[config.mk]
export PLATFORM = sky130hd
export DESIGN_NAME = dpsem_unit
export DESIGN_NICKNAME = d
export VERILOG_FILES = /design/src/rtl/dpsem_pkg.sv /design/src/rtl/dpsem_port_dec.sv /design/src/rtl/dpsem_flag_cell.sv /design/src/rtl/dpsem_rd_reg.sv /design/src/rtl/dpsem_unit.sv
export SDC_FILE = /design/constraint.sdc
export NUM_CORES = 1
export LEC_CHECK = 0
export BUFFER_PORTS_ARGS = -buffer_cell sky130_fd_sc_hd__buf_2
export CAP_MARGIN = 25
export CORE_MARGIN = 2
export CORE_UTILIZATION = 29
export DETAILED_ROUTE_END_ITERATION = 10
export PLACE_DENSITY = 0.56
export SLEW_MARGIN = 20
export SYNTH_ARGS = -nofsm -noshare
export SYNTH_HDL_FRONTEND = slang
export SYNTH_SLANG_ARGS = --single-unit
[constraint.sdc]
create_clock -name clk -period 1.2 [get_ports clk]
set_input_delay 0.06 -clock clk [delete_from_list [all_inputs] [get_ports clk]]
set_output_delay 0.06 -clock clk [all_outputs]
set_load 0.1 [all_outputs]
[src/rtl/dpsem_pkg.sv]
package dpsem_pkg;
   typedef enum logic [1:0] {
      ACC_IDLE  = 2'd0,
      ACC_READ  = 2'd1,
      ACC_WRITE = 2'd2
   } acc_kind_t;

   typedef struct packed {
      logic own_l;
      logic own_r;
      logic pend_l;
      logic pend_r;
   } flag_state_t;

   localparam flag_state_t FLAG_FREE = '{own_l: 1'b0, own_r: 1'b0, pend_l: 1'b0, pend_r: 1'b0};
endpackage

[src/rtl/dpsem_port_dec.sv]
module dpsem_port_dec
   import dpsem_pkg::*;
#(
   parameter int IDX_W  = 3,
   parameter int DATA_W = 16,
   localparam int N_FLAGS = 2 ** IDX_W
) (
   input  logic                sem_sel,
   input  logic                mem_en,
   input  logic                wr,
   input  logic [IDX_W-1:0]    idx,
   input  logic [DATA_W-1:0]   wdata,
   output logic [N_FLAGS-1:0]  req,
   output logic [N_FLAGS-1:0]  rel,
   output logic                rd_stb
);
   acc_kind_t kind;
   logic      unused_hi;

   always_comb begin
      if (!sem_sel || mem_en) kind = ACC_IDLE;
      else if (wr)            kind = ACC_WRITE;
      else                    kind = ACC_READ;
   end

   assign rd_stb = (kind == ACC_READ);

   generate
      if (DATA_W > 1) begin : g_hi
         assign unused_hi = ^wdata[DATA_W-1:1];
      end else begin : g_nohi
         assign unused_hi = 1'b0;
      end
   endgenerate

   genvar gi;
   generate
      for (gi = 0; gi < N_FLAGS; gi++) begin : g_sel
         logic hit;
         assign hit     = (kind == ACC_WRITE) && (idx == IDX_W'(gi));
         assign req[gi] = hit && !wdata[0];
         assign rel[gi] = hit &&  wdata[0];
      end
   endgenerate
endmodule

[src/rtl/dpsem_flag_cell.sv]
module dpsem_flag_cell
   import dpsem_pkg::*;
#(
   parameter bit LEFT_WINS = 1'b1
) (
   input  logic        clk,
   input  logic        rst_n,
   input  logic        req_l,
   input  logic        rel_l,
   input  logic        req_r,
   input  logic        rel_r,
   output flag_state_t st
);
   flag_state_t st_q;
   logic want_l, want_r;
   logic own_l_d, own_r_d;

   assign want_l = (st_q.own_l | st_q.pend_l | req_l) & ~rel_l;
   assign want_r = (st_q.own_r | st_q.pend_r | req_r) & ~rel_r;

   generate
      if (LEFT_WINS) begin : g_left_pri
         always_comb begin
            own_l_d = want_l & ~(st_q.own_r & want_r);
            own_r_d = want_r & ~own_l_d;
         end
      end else begin : g_right_pri
         always_comb begin
            own_r_d = want_r & ~(st_q.own_l & want_l);
            own_l_d = want_l & ~own_r_d;
         end
      end
   endgenerate

   always_ff @(posedge clk or negedge rst_n) begin
      if (!rst_n) begin
         st_q <= FLAG_FREE;
      end else begin
         st_q.own_l  <= own_l_d;
         st_q.own_r  <= own_r_d;
         st_q.pend_l <= want_l & ~own_l_d;
         st_q.pend_r <= want_r & ~own_r_d;
      end
   end

   assign st = st_q;
endmodule

[src/rtl/dpsem_rd_reg.sv]
module dpsem_rd_reg #(
   parameter int DATA_W = 16
) (
   input  logic              clk,
   input  logic              rst_n,
   input  logic              rd_stb,
   input  logic              owned,
   output logic [DATA_W-1:0] rdata
);
   always_ff @(posedge clk or negedge rst_n) begin
      if (!rst_n)      rdata <= '1;
      else if (rd_stb) rdata <= {DATA_W{~owned}};
   end
endmodule

[src/rtl/dpsem_unit.sv]
module dpsem_unit
   import dpsem_pkg::*;
#(
   parameter int IDX_W     = 3,
   parameter int DATA_W    = 16,
   parameter bit LEFT_WINS = 1'b1
) (
   input  logic              clk,
   input  logic              rst_n,
   input  logic              lft_sem_sel,
   input  logic              lft_mem_en,
   input  logic              lft_wr,
   input  logic [IDX_W-1:0]  lft_idx,
   input  logic [DATA_W-1:0] lft_wdata,
   output logic [DATA_W-1:0] lft_rdata,
   input  logic              rgt_sem_sel,
   input  logic              rgt_mem_en,
   input  logic              rgt_wr,
   input  logic [IDX_W-1:0]  rgt_idx,
   input  logic [DATA_W-1:0] rgt_wdata,
   output logic [DATA_W-1:0] rgt_rdata
);
   localparam int N_FLAGS = 2 ** IDX_W;

   generate
      if (IDX_W < 1 || IDX_W > 6) begin : g_bad_idx
         $error("dpsem_unit: IDX_W must lie in 1..6");
      end
      if (DATA_W < 1) begin : g_bad_data
         $error("dpsem_unit: DATA_W must be at least 1");
      end
   endgenerate

   logic [N_FLAGS-1:0] req_l, rel_l, req_r, rel_r;
   logic [N_FLAGS-1:0] own_l_q, own_r_q, pend_l_q, pend_r_q;
   logic               rd_l, rd_r;

   dpsem_port_dec #(.IDX_W(IDX_W), .DATA_W(DATA_W)) i_dec_l (
      .sem_sel (lft_sem_sel),
      .mem_en  (lft_mem_en),
      .wr      (lft_wr),
      .idx     (lft_idx),
      .wdata   (lft_wdata),
      .req     (req_l),
      .rel     (rel_l),
      .rd_stb  (rd_l)
   );

   dpsem_port_dec #(.IDX_W(IDX_W), .DATA_W(DATA_W)) i_dec_r (
      .sem_sel (rgt_sem_sel),
      .mem_en  (rgt_mem_en),
      .wr      (rgt_wr),
      .idx     (rgt_idx),
      .wdata   (rgt_wdata),
      .req     (req_r),
      .rel     (rel_r),
      .rd_stb  (rd_r)
   );

   genvar gf;
   generate
      for (gf = 0; gf < N_FLAGS; gf++) begin : g_flag
         flag_state_t st;
         dpsem_flag_cell #(.LEFT_WINS(LEFT_WINS)) i_cell (
            .clk   (clk),
            .rst_n (rst_n),
            .req_l (req_l[gf]),
            .rel_l (rel_l[gf]),
            .req_r (req_r[gf]),
            .rel_r (rel_r[gf]),
            .st    (st)
         );
         assign own_l_q[gf]  = st.own_l;
         assign own_r_q[gf]  = st.own_r;
         assign pend_l_q[gf] = st.pend_l;
         assign pend_r_q[gf] = st.pend_r;
      end
   endgenerate

   dpsem_rd_reg #(.DATA_W(DATA_W)) i_rd_l (
      .clk    (clk),
      .rst_n  (rst_n),
      .rd_stb (rd_l),
      .owned  (own_l_q[lft_idx]),
      .rdata  (lft_rdata)
   );

   dpsem_rd_reg #(.DATA_W(DATA_W)) i_rd_r (
      .clk    (clk),
      .rst_n  (rst_n),
      .rd_stb (rd_r),
      .owned  (own_r_q[rgt_idx]),
      .rdata  (rgt_rdata)
   );
endmodule

==> results.txt, run 1 <==
----------------------------------------------------
[Finish]
  Share of cells above drive strength 1 ... 41.91%
  Layout-stage area growth over the synthesis result ... 47.88%
  Highest-count cells in the layout ignoring fill and taps ... buf_12 (36), dfrtp_1 (32), buf_4 (24)
  Nets@finish ... 286
  Fill cells ... 614
  FF+latch area ... 860.8 um2
  Area used by multi-input combinational logic ... 850.8 um2
  Most frequent standard cell in the layout excluding fill and tap cells ... buf_12
  Number of antenna repair diodes ... 0

[Route]
  Number of DRC markers in iteration 0 ... 65
  DR vias/cell ... 4.847
  Routed Wire Length ... 4.234 mm
  Number of optimization iterations in the first detailed-route pass ... 4
  Detail-routed net length per standard cell ... 13.19 um
  Total via count in the routed design ... 1556
  Number of nets with antenna violations after detailed routing ... 0
  Post-detailed-route DRC marker count ... 0

[Yosys]
  Number of cells produced by synthesis ... 193
  Post-synth net total ... 239
  Syn_area_per_cell ... 10.22 um2
  Number of distinct library cells after synthesis ... 40
  Count of flip-flops with a built-in enable after synthesis ... 0
  Share of flip-flops with an asynchronous set or reset ... 100.0%
  Post-synthesis instance area ... 0.001973 mm2
  Synthesis warning total ... 0
  Proportion of synthesized chip area in sequential cells ... 43.25%
  Primary FF master, synth ... dfrtp_1
  Flops & latches, synth ... 34

[Place]
  Post-DP HPWL ... 3.359 mm
  Number of buffers inserted by port buffering ... 47
  GP Congestion ... 0.7711

[Global route]
  First-pass GRT wire length ... 7.458 mm
  GR Overflow Total ... 0
  Antenna violations before repair ... 0
  Vias in the first global route ... 1595
  Overall fraction of global-route tracks in use ... 12.80%
  Largest net degree at the start of global routing ... 35

[STA]
  Setup violations, final ... 34
  Number of endpoints with negative hold slack in the final report ... 0
  Final setup margin ... -0.1603 ns
  Timing-limited maximum frequency ... 735.1 MHz
  Rel. slew slack ... 62.83%
  Fin. max-slew vios ... 0
  Minimum period implied by the final worst setup slack ... 1.360 ns
  Final worst path period share ... 113.4%
  Setup TNS after final layout ... -4.593 ns
  Setup Skew ... 0.003103 ns
  Slew at the pin closest to its max-slew limit ... 0.5489 ns
  RSZ-0062 raised after global routing ... yes

[Floorplan]
  Height of the die ... 86.49 um
  Area inside the core boundary ... 0.006681 mm2
  Initial standard-cell utilization of the core ... 29.53%
  Area enclosed by the die boundary ... 0.007480 mm2
  Top-level I/O count ... 78
  Cell Rows ... 30
  Die X ... 86.49 um

[Clocking]
  Clock latency reported for the late side of the worst-skew pair ... 0.28 ns
  Root buffer selected by CTS ... clkbuf_8
  CTS H-tree lvls ... 2
  TritonCTS clock tree ... built
  Maximum clock insertion buffer count ... 2
  Clock transition at the registers of the reported paths ... 0.07 ns
  CTS buffer count ... 5
  Number of clock sinks ... 34

[Worst setup path]
  Data arrival time of the critical path ... 1.30 ns
  R2r startpoint ... g_flag[4].i_cell.st[2]
  Critical Path Source Type ... flop
  Crit path launch ... i_rd_r.rdata[0]
  Maximum fanout along the worst path ... 9
  Crit Path Category ... reg -> out
  WP data required ... 1.14 ns
  Worst R2R Path Depth ... 3
  Kind of end point of the critical path ... primary output

[Status]
  Violated checks ... setup timing
  Status ... complete, but fails checks

[Worst hold path]
  Type of the tightest min-delay check ... in -> reg
  Worst Hold Launch ... lft_mem_en
  Worst hold path stage count ... 3

[Flow run]
  Max-cap viol count ... 0

----------------------------------------------------
-- registers in the layout (all words and copies together), names as in the netlist --
name              count
i_rd_l.rdata          1
i_rd_r.rdata          1
g_flag.i_cell.st     32
-- area by class of cell --
class | count | share of cell area [%]
multi-input cells | 115 | 29.16
well taps | 80 | 3.431
repair buffers | 77 | 34.18
inverters | 7 | 0.9005
flip-flops and latches | 34 | 29.50
clock buffers | 6 | 2.487
clock inverters | 2 | 0.3431
-- metal layers --
metal,vias to the layer above,wire (um),GRT usage (%)
met5,-,0,0
met4,0,72,4.688
met3,7,364,4.571
met2,55,1905,19.79
met1,732,1891,16.53
li1,762,-,-
-- path summary, 6_finish.rpt --
check                                    endpoint  slack, ns
max                                  rgt_rdata[4]      -0.16
min                               i_rd_l.rdata[0]       0.15
max reg2reg                       i_rd_r.rdata[0]      -0.09
min reg2reg                g_flag[7].i_cell.st[2]       0.56
max in group asynchronous         i_rd_r.rdata[0]       0.53
min in group asynchronous  g_flag[0].i_cell.st[1]       0.33
-- kinds of logic after synthesis --
group,count (synthesis),synth area share (%)
AOI/OAI and AO/OA,45,16.11
buffers and inverters,44,15.41
muxes,12,7.673
DFF,34,43.25
and+or+nand+nor,58,17.56
-- critical path, cell delays in order, from the launching register on --
cell and delay [ns]:
dfstp_4 0.65, buf_12 0.17, buf_12 0.18
-- cell usage after synthesis (4+ instances only) --
master	count	area (um2)
and2_1	5	31.28
dfrtp_1	32	800.8
a21oi_1	5	25.02
buf_4	31	232.7
nor2b_1	7	43.79
inv_1	7	26.28
o21ai_0	11	55.05
a211oi_1	5	37.54
nand2b_1	5	31.28
and4bb_2	4	50.05
nand2_1	7	26.28
o2111a_1	4	45.04
nor2_1	17	63.81
mux2i_1	8	80.08
o31ai_1	5	37.54
-- metrics by stage --
| stage | worst slack, ns | instances | util, % | hold WS, ns | instance area [um2] |
|---|---|---|---|---|---|
| 2_1_floorplan | -0.04960 | 193 | - | -0.2356 | 1984 |
| 3_3_place_gp | -0.2313 | 310 | 41.54 | 0.1171 | 2775 |
| 3_5_place_dp | -0.1913 | 310 | 41.54 | 0.1223 | 2775 |
| 4_1_cts | -0.1775 | 320 | 43.09 | 0.1419 | 2879 |
| 5_1_grt | -0.1962 | 321 | 43.67 | 0.1750 | 2918 |
| 6_report | -0.1603 | 321 | 43.67 | 0.1487 | 2918 |
-- what timing repair did --
item / CTS / global route
hold endpoints to repair: 32 / 0
setup buffers: 1 / 1
resized for setup: 1 / 5
endpoints found under the setup margin: 34 / 41
hold buffers: 1 / 0
pin swaps: 0 / 2
Power of run 1 is left out: the tool's default activity adds up to more than one toggle a clock period on the data nets, which glitch-free logic cannot reach.
==> inputs of run 2 (changes only) <==
--- a/config.mk
+++ b/config.mk
@@ -5,12 +5,12 @@
 export SDC_FILE = /design/constraint.sdc
 export NUM_CORES = 1
 export LEC_CHECK = 0
-export BUFFER_PORTS_ARGS = -buffer_cell sky130_fd_sc_hd__buf_2
 export CAP_MARGIN = 25
 export CORE_MARGIN = 2
 export CORE_UTILIZATION = 29
 export DETAILED_ROUTE_END_ITERATION = 10
-export PLACE_DENSITY = 0.56
+export DONT_BUFFER_PORTS = 1
+export PLACE_DENSITY = 0.46
 export SLEW_MARGIN = 20
 export SYNTH_ARGS = -nofsm -noshare
 export SYNTH_HDL_FRONTEND = slang
==> run 2 against run 1 <==
Net effect: critical path type unchanged; sequential share of layout area rose by 7.7 points; non-clock buffer count fell by 50; utilization fell by 9.1 points; cell count fell by 16%; worst setup slack got worse by 0.18 ns; routed wire length rose by 1.8%; the flow still finishes with violations (setup timing).
==> results.txt, run 2 (synthesis gave the netlist of run 1 again) <==
----------------------------------------------------
[Status]
  Status ... complete, but fails checks
  Violated checks ... setup timing

[Finish]
  Share of cells above drive strength 1 ... 26.70% (-15 points)
  Non-Filler Cell Area, Final ... 0.002312 mm2 (-21%)
  Highest-count cells in the layout ignoring fill and taps ... dfrtp_1 (32), nor2_1 (17), buf_4 (15)
  Layout-stage area growth over the synthesis result ... 17.18%
  Max reg flops ... 32 (unchanged)
  Most frequent standard cell in the layout excluding fill and tap cells ... dfrtp_1
  Number of antenna repair diodes ... 0 (unchanged)
  Fill cells ... 672 (+9.4%)
  Nets@finish ... 236 (-17%)

[Global route]
  GR Overflow Total ... 0 (unchanged)
  Overall fraction of global-route tracks in use ... 12.30% (-0.50 points)
  Largest net degree at the start of global routing ... 35 (unchanged)
  Antenna violations before repair ... 0 (unchanged)
  Vias in the first global route ... 1399 (-12%)
  First-pass GRT wire length ... 6.989 mm (-6.3%)

[Worst hold path]
  Type of the tightest min-delay check ... in -> reg
  Worst hold path stage count ... 2 (-1)

[Floorplan]
  Area enclosed by the die boundary ... 0.007480 mm2 (unchanged)
  Cell Rows ... 30 (unchanged)
  Die X ... 86.49 um (unchanged)
  Area inside the core boundary ... 0.006681 mm2 (unchanged)
  Top-level I/O count ... 78 (unchanged)
  Height of the die ... 86.49 um (unchanged)
  Initial standard-cell utilization of the core ... 29.53% (unchanged)

[Clocking]
  TritonCTS clock tree ... built
  Clock transition at the registers of the reported paths ... 0.07 ns (about the same)
  Clock latency reported for the late side of the worst-skew pair ... 0.28 ns (about the same)
  Number of clock sinks ... 34 (unchanged)
  CTS H-tree lvls ... 2 (unchanged)
  Maximum clock insertion buffer count ... 2 (unchanged)
  CTS buffer count ... 5 (unchanged)
  Root buffer selected by CTS ... clkbuf_8

[Place]
  Minimum setup slack after placement ... -0.1421 ns (+0.04927 ns)
  Area after detailed placement ... 0.002059 mm2 (-26%)
  GP Congestion ... 0.8024 (+4.1%)
  Post-DP HPWL ... 3.215 mm (-4.3%)
  Number of buffers inserted by port buffering ... 0 (-100%)

[STA]
  Timing-limited maximum frequency ... 648.1 MHz (-12%)
  Rel. slew slack ... 63.28% (+0.45 points)
  RSZ-0062 raised after global routing ... yes
  Setup Skew ... 0.004145 ns (+0.001042 ns)
  Slew at the pin closest to its max-slew limit ... 0.5437 ns (-0.005146 ns)
  Final setup margin ... -0.3429 ns (-0.1826 ns)
  Minimum period implied by the final worst setup slack ... 1.543 ns (+0.1826 ns)
  Number of endpoints with negative hold slack in the final report ... 0 (unchanged)
  Final worst path period share ... 128.6% (+15 points)
  Tightest hold margin ... 0.03239 ns (-0.1163 ns)
  Setup TNS after final layout ... -10.48 ns (-5.885 ns)
  Setup violations, final ... 34 (unchanged)
  Fin. max-slew vios ... 0 (unchanged)

[Worst setup path]
  Maximum fanout along the worst path ... 6 (-3)
  WP data required ... 1.14 ns (about the same)
  Largest stage delay on the critical path ... 0.67 ns (+0.02 ns)
  Worst R2R Path Depth ... 3 (unchanged)
  Kind of end point of the critical path ... primary output
  Data arrival time of the critical path ... 1.48 ns (+0.18 ns)
  Crit Path Category ... reg -> out
  Cell family with the largest share of critical-path delay ... flip-flops
  Critical Path Source Type ... flop
  Critical path cell sequence ... buf_16
  Slowest stage cell, crit path ... dfstp_4
  Crit path depth ... 1 (-1)
  Crit path buf inv count ... 1 (-1)

[Route]
  Routed Wire Length ... 4.309 mm (+1.8%)
  Detail-routed net length per standard cell ... 15.90 um (+21%)
  Post-detailed-route DRC marker count ... 0 (unchanged)
  Total via count in the routed design ... 1403 (-9.8%)
  Number of optimization iterations in the first detailed-route pass ... 4 (unchanged)
  Number of nets with antenna violations after detailed routing ... 0 (unchanged)
  Number of DRC markers in iteration 0 ... 58 (-11%)
  DR vias/cell ... 5.177 (+6.8%)

[Flow run]
  Max-cap viol count ... 0 (unchanged)

----------------------------------------------------
[run 2: cell type report]
| cell class | count | area (um2) | area share, % |
|---|---|---|---|
| tap | 80 | 100.1 | 4.329 |
| inverter | 7 | 26.28 | 1.136 |
| multi-input combinational | 115 | 857.1 | 37.07 |
| sequential | 34 | 860.8 | 37.23 |
| clock buffer | 7 | 86.33 | 3.734 |
| timing repair buffer | 27 | 376.6 | 16.29 |
| clock inverter | 1 | 5.005 | 0.2164 |
[run 2: layer usage]
| metal | up-vias | global-route usage, % | part of all wire (%) |
|---|---|---|---|
| li1 | 656 | - | - |
| met1 | 695 | 16.40 | 47 |
| met2 | 45 | 18.11 | 46 |
| met3 | 7 | 4.095 | 5.6 |
| met4 | 0 | 5.540 | 1.8 |
| met5 | - | 0 | 0 |
[run 2: metrics by stage]
stage | std cells | utilization, %
finish | 271 | 34.61
global route | 271 | 34.61
CTS | 267 | 33.48
detailed placement | 255 | 30.82
global placement | 255 | 30.82
floorplan | 193 | -
[run 2: worst paths after layout]
| kind | start | end | slack [ns] |
|---|---|---|---|
| worst max-delay path | i_rd_l.rdata[0] | lft_rdata[13] | -0.34 |
| worst min-delay path | rgt_mem_en | i_rd_r.rdata[0] | 0.03 |
| worst max register to register | g_flag[7].i_cell.st[2] | i_rd_r.rdata[0] | -0.11 |
| worst min register to register | g_flag[5].i_cell.st[2] | g_flag[5].i_cell.st[3] | 0.56 |
| max in group asynchronous | rst_n | i_rd_r.rdata[0] | 0.73 |
| min in group asynchronous | rst_n | g_flag[2].i_cell.st[1] | 0.23 |
[run 2: what timing repair did]
item | in CTS | in global routing
hold endpoints to repair | 39 | 0
endpoints found under the setup margin | 34 | 39
hold buffers | 3 | 0
gates cloned | 0 | 0
gates resized for setup | 4 | 7
buffers inserted | 1 | 4
Power of run 2 is left out for the same reason.
==> inputs of run 3 (changes only) <==
--- a/config.mk
+++ b/config.mk
@@ -10,7 +10,7 @@
 export CORE_UTILIZATION = 29
 export DETAILED_ROUTE_END_ITERATION = 10
 export DONT_BUFFER_PORTS = 1
-export PLACE_DENSITY = 0.46
+export PLACE_DENSITY = 0.45
 export SLEW_MARGIN = 20
 export SYNTH_ARGS = -nofsm -noshare
 export SYNTH_HDL_FRONTEND = slang
==> constraint.sdc (replaced) <==
create_clock -name clk -period 1.7 [get_ports clk]
set_input_delay 0.085 -clock clk [delete_from_list [all_inputs] [get_ports clk]]
set_output_delay 0.085 -clock clk [all_outputs]
set_load 0.1 [all_outputs]
==> run 3 against run 2 <==
Net effect: the run still ends with setup timing left; worst hold slack got worse by 0.021 ns; critical path depth rose by 1; sequential cell count is the same; critical endpoint is now rgt_rdata[10].
==> results.txt, run 3 (synthesis gave the netlist of run 1 again) <==
----------------------------------------------------
[STA]
  Setup violations, final ... 10 (-71%)
  RSZ-0062 raised after global routing ... yes
  Final setup margin ... -0.1917 ns (+0.1512 ns)
  Fin. max-slew vios ... 0 (unchanged)
  Final worst path period share ... 111.3%
  Minimum period implied by the final worst setup slack ... 1.892 ns
  Slew at the pin closest to its max-slew limit ... 0.6448 ns (+0.1011 ns)
  Setup Skew ... 0.007801 ns (+0.003656 ns)
  Rel. slew slack ... 56.33% (-6.9 points)
  Number of endpoints with negative hold slack in the final report ... 0 (unchanged)
  Timing-limited maximum frequency ... 528.6 MHz

[Route]
  Detail-routed net length per standard cell ... 15.16 um (-4.7%)
  Routed Wire Length ... 3.880 mm (-10%)
  Detailed-route wire length on metal 1 ... 1.801 mm (-11%)
  Total via count in the routed design ... 1309 (-6.7%)
  DR vias/cell ... 5.113 (-1.2%)
  Total length of routed met2 wires ... 1.743 mm (-11%)
  Post-detailed-route DRC marker count ... 0 (unchanged)
  Number of optimization iterations in the first detailed-route pass ... 4 (unchanged)
  Number of nets with antenna violations after detailed routing ... 0 (unchanged)
  Met3 wirelength from detailed routing ... 276 um (+15%)
  Number of DRC markers in iteration 0 ... 72 (+24%)
  DR top layer ... met4

[Floorplan]
  Area inside the core boundary ... 0.006681 mm2 (unchanged)
  Die X ... 86.49 um (unchanged)
  Height of the die ... 86.49 um (unchanged)
  Initial standard-cell utilization of the core ... 29.53% (unchanged)
  Area enclosed by the die boundary ... 0.007480 mm2 (unchanged)
  Cell Rows ... 30 (unchanged)
  Top-level I/O count ... 78 (unchanged)

[Worst setup path]
  Data arrival time of the critical path ... 1.81 ns (+0.33 ns)
  Crit path launch ... i_rd_r.rdata[0]
  Crit Path Category ... reg -> out
  Worst path most repeated cell ... buf_16
  Cell family with the largest share of critical-path delay ... buffers and inverters
  Maximum fanout along the worst path ... 8 (+2)
  Crit path buf inv count ... 2 (+1)
  Critical Path Source Type ... flop
  Largest stage delay on the critical path ... 0.63 ns (-0.04 ns)
  Kind of end point of the critical path ... primary output
  R2r startpoint ... g_flag[6].i_cell.st[2]
  Slowest stage cell, crit path ... dfstp_4
  WP data required ... 1.62 ns (+0.48 ns)
  Critical path cell sequence ... buf_16 > buf_16

[Finish]
  Highest-count cells in the layout ignoring fill and taps ... dfrtp_1 (32), nor2_1 (17), o21ai_0 (11)
  Max reg flops ... 32 (unchanged)
  Layout-stage area growth over the synthesis result ... 7.610%
  Most frequent standard cell in the layout excluding fill and tap cells ... dfrtp_1
  Share of the core filled with cells ... 31.78% (-2.8 points)
  Share of cells above drive strength 1 ... 17.61% (-9.1 points)
  Non-filler cells in the finished layout ... 256 (-5.5%)
  Number of antenna repair diodes ... 0 (unchanged)
  Nets@finish ... 221 (-6.4%)

[Clocking]
  Number of clock sinks ... 34 (unchanged)
  Clock latency reported for the late side of the worst-skew pair ... 0.28 ns (about the same)
  TritonCTS clock tree ... built
  CTS buffer count ... 5 (unchanged)
  CTS H-tree lvls ... 2 (unchanged)
  Postcts setup bufs ... 0 (-1)
  Root buffer selected by CTS ... clkbuf_8
  Maximum clock insertion buffer count ... 2 (unchanged)
  Clock transition at the registers of the reported paths ... 0.07 ns (about the same)

[Worst hold path]
  Type of the tightest min-delay check ... in -> reg
  Worst Hold Launch ... rgt_wdata[0]

[Status]
  Status ... complete, but fails checks
  Violated checks ... setup timing

[Global route]
  Vias in the first global route ... 1402 (+0.21%)
  Largest net degree at the start of global routing ... 35 (unchanged)
  Overall fraction of global-route tracks in use ... 11.96% (-0.34 points)
  Antenna violations before repair ... 0 (unchanged)
  GR Overflow Total ... 0 (unchanged)
  First-pass GRT wire length ... 6.865 mm (-1.8%)

[Place]
  GP Congestion ... 0.8092 (+0.85%)
  Placed cell count ... 245 (-3.9%)
  Number of buffers inserted by port buffering ... 0 (unchanged)
  Post-DP HPWL ... 2.945 mm (-8.4%)

[Flow run]
  Max-cap viol count ... 0 (unchanged)

----------------------------------------------------
-- run 3: routing by layer --
layer,up-vias,track usage (%)
li1,630,-
met5,-,0
met1,632,15.92
met4,0,4.261
met2,43,18.53
met3,4,3.524
-- run 3: final cells by class --
class	count	area [um2]
clock buffer	6	82.58
multi-input combinational	115	815.8
tap	80	100.1
inverter	7	26.28
clock inverter	2	12.51
sequential	34	860.8
fill	695	4558
timing repair buffer	12	225.2
-- run 3: path summary, 6_finish.rpt --
path	to	slack (ns)	cells after the start
worst max-delay path	rgt_rdata[10]	-0.19	2
worst min register to register	g_flag[7].i_cell.st[2]	0.55	1
worst max register to register	i_rd_r.rdata[0]	0.36	3
worst min-delay path	g_flag[5].i_cell.st[3]	0.01	2
min in group asynchronous	g_flag[2].i_cell.st[2]	0.25	2
max in group asynchronous	i_rd_r.rdata[0]	1.19	2
-- run 3: stage by stage --
step	hold slack [ns]	area, um2	setup slack [ns]	setup TNS (ns)
after floorplan	-0.2106	1973	0.2470	0
after global placement	-0.2088	1981	0.09564	0
after detailed placement	-0.2089	1981	0.09856	0
after CTS	0.004036	2123	-0.2100	-1.692
after global routing	0.01935	2123	-0.2351	-1.953
final	0.01186	2123	-0.1917	-1.494
-- run 3: worst reg2reg max path: cells and delay by family (launching register included) --
kind	cells	cell delay, ns
DFF	1	0.42
muxes	3	0.85
-- run 3: timing repair --
item                       CTS  global route
setup endpoints to repair   11            11
hold endpoints to repair    37             0
hold buffers                 3             0
resized for setup            1             0
Power of run 3 is left out for the same reason.
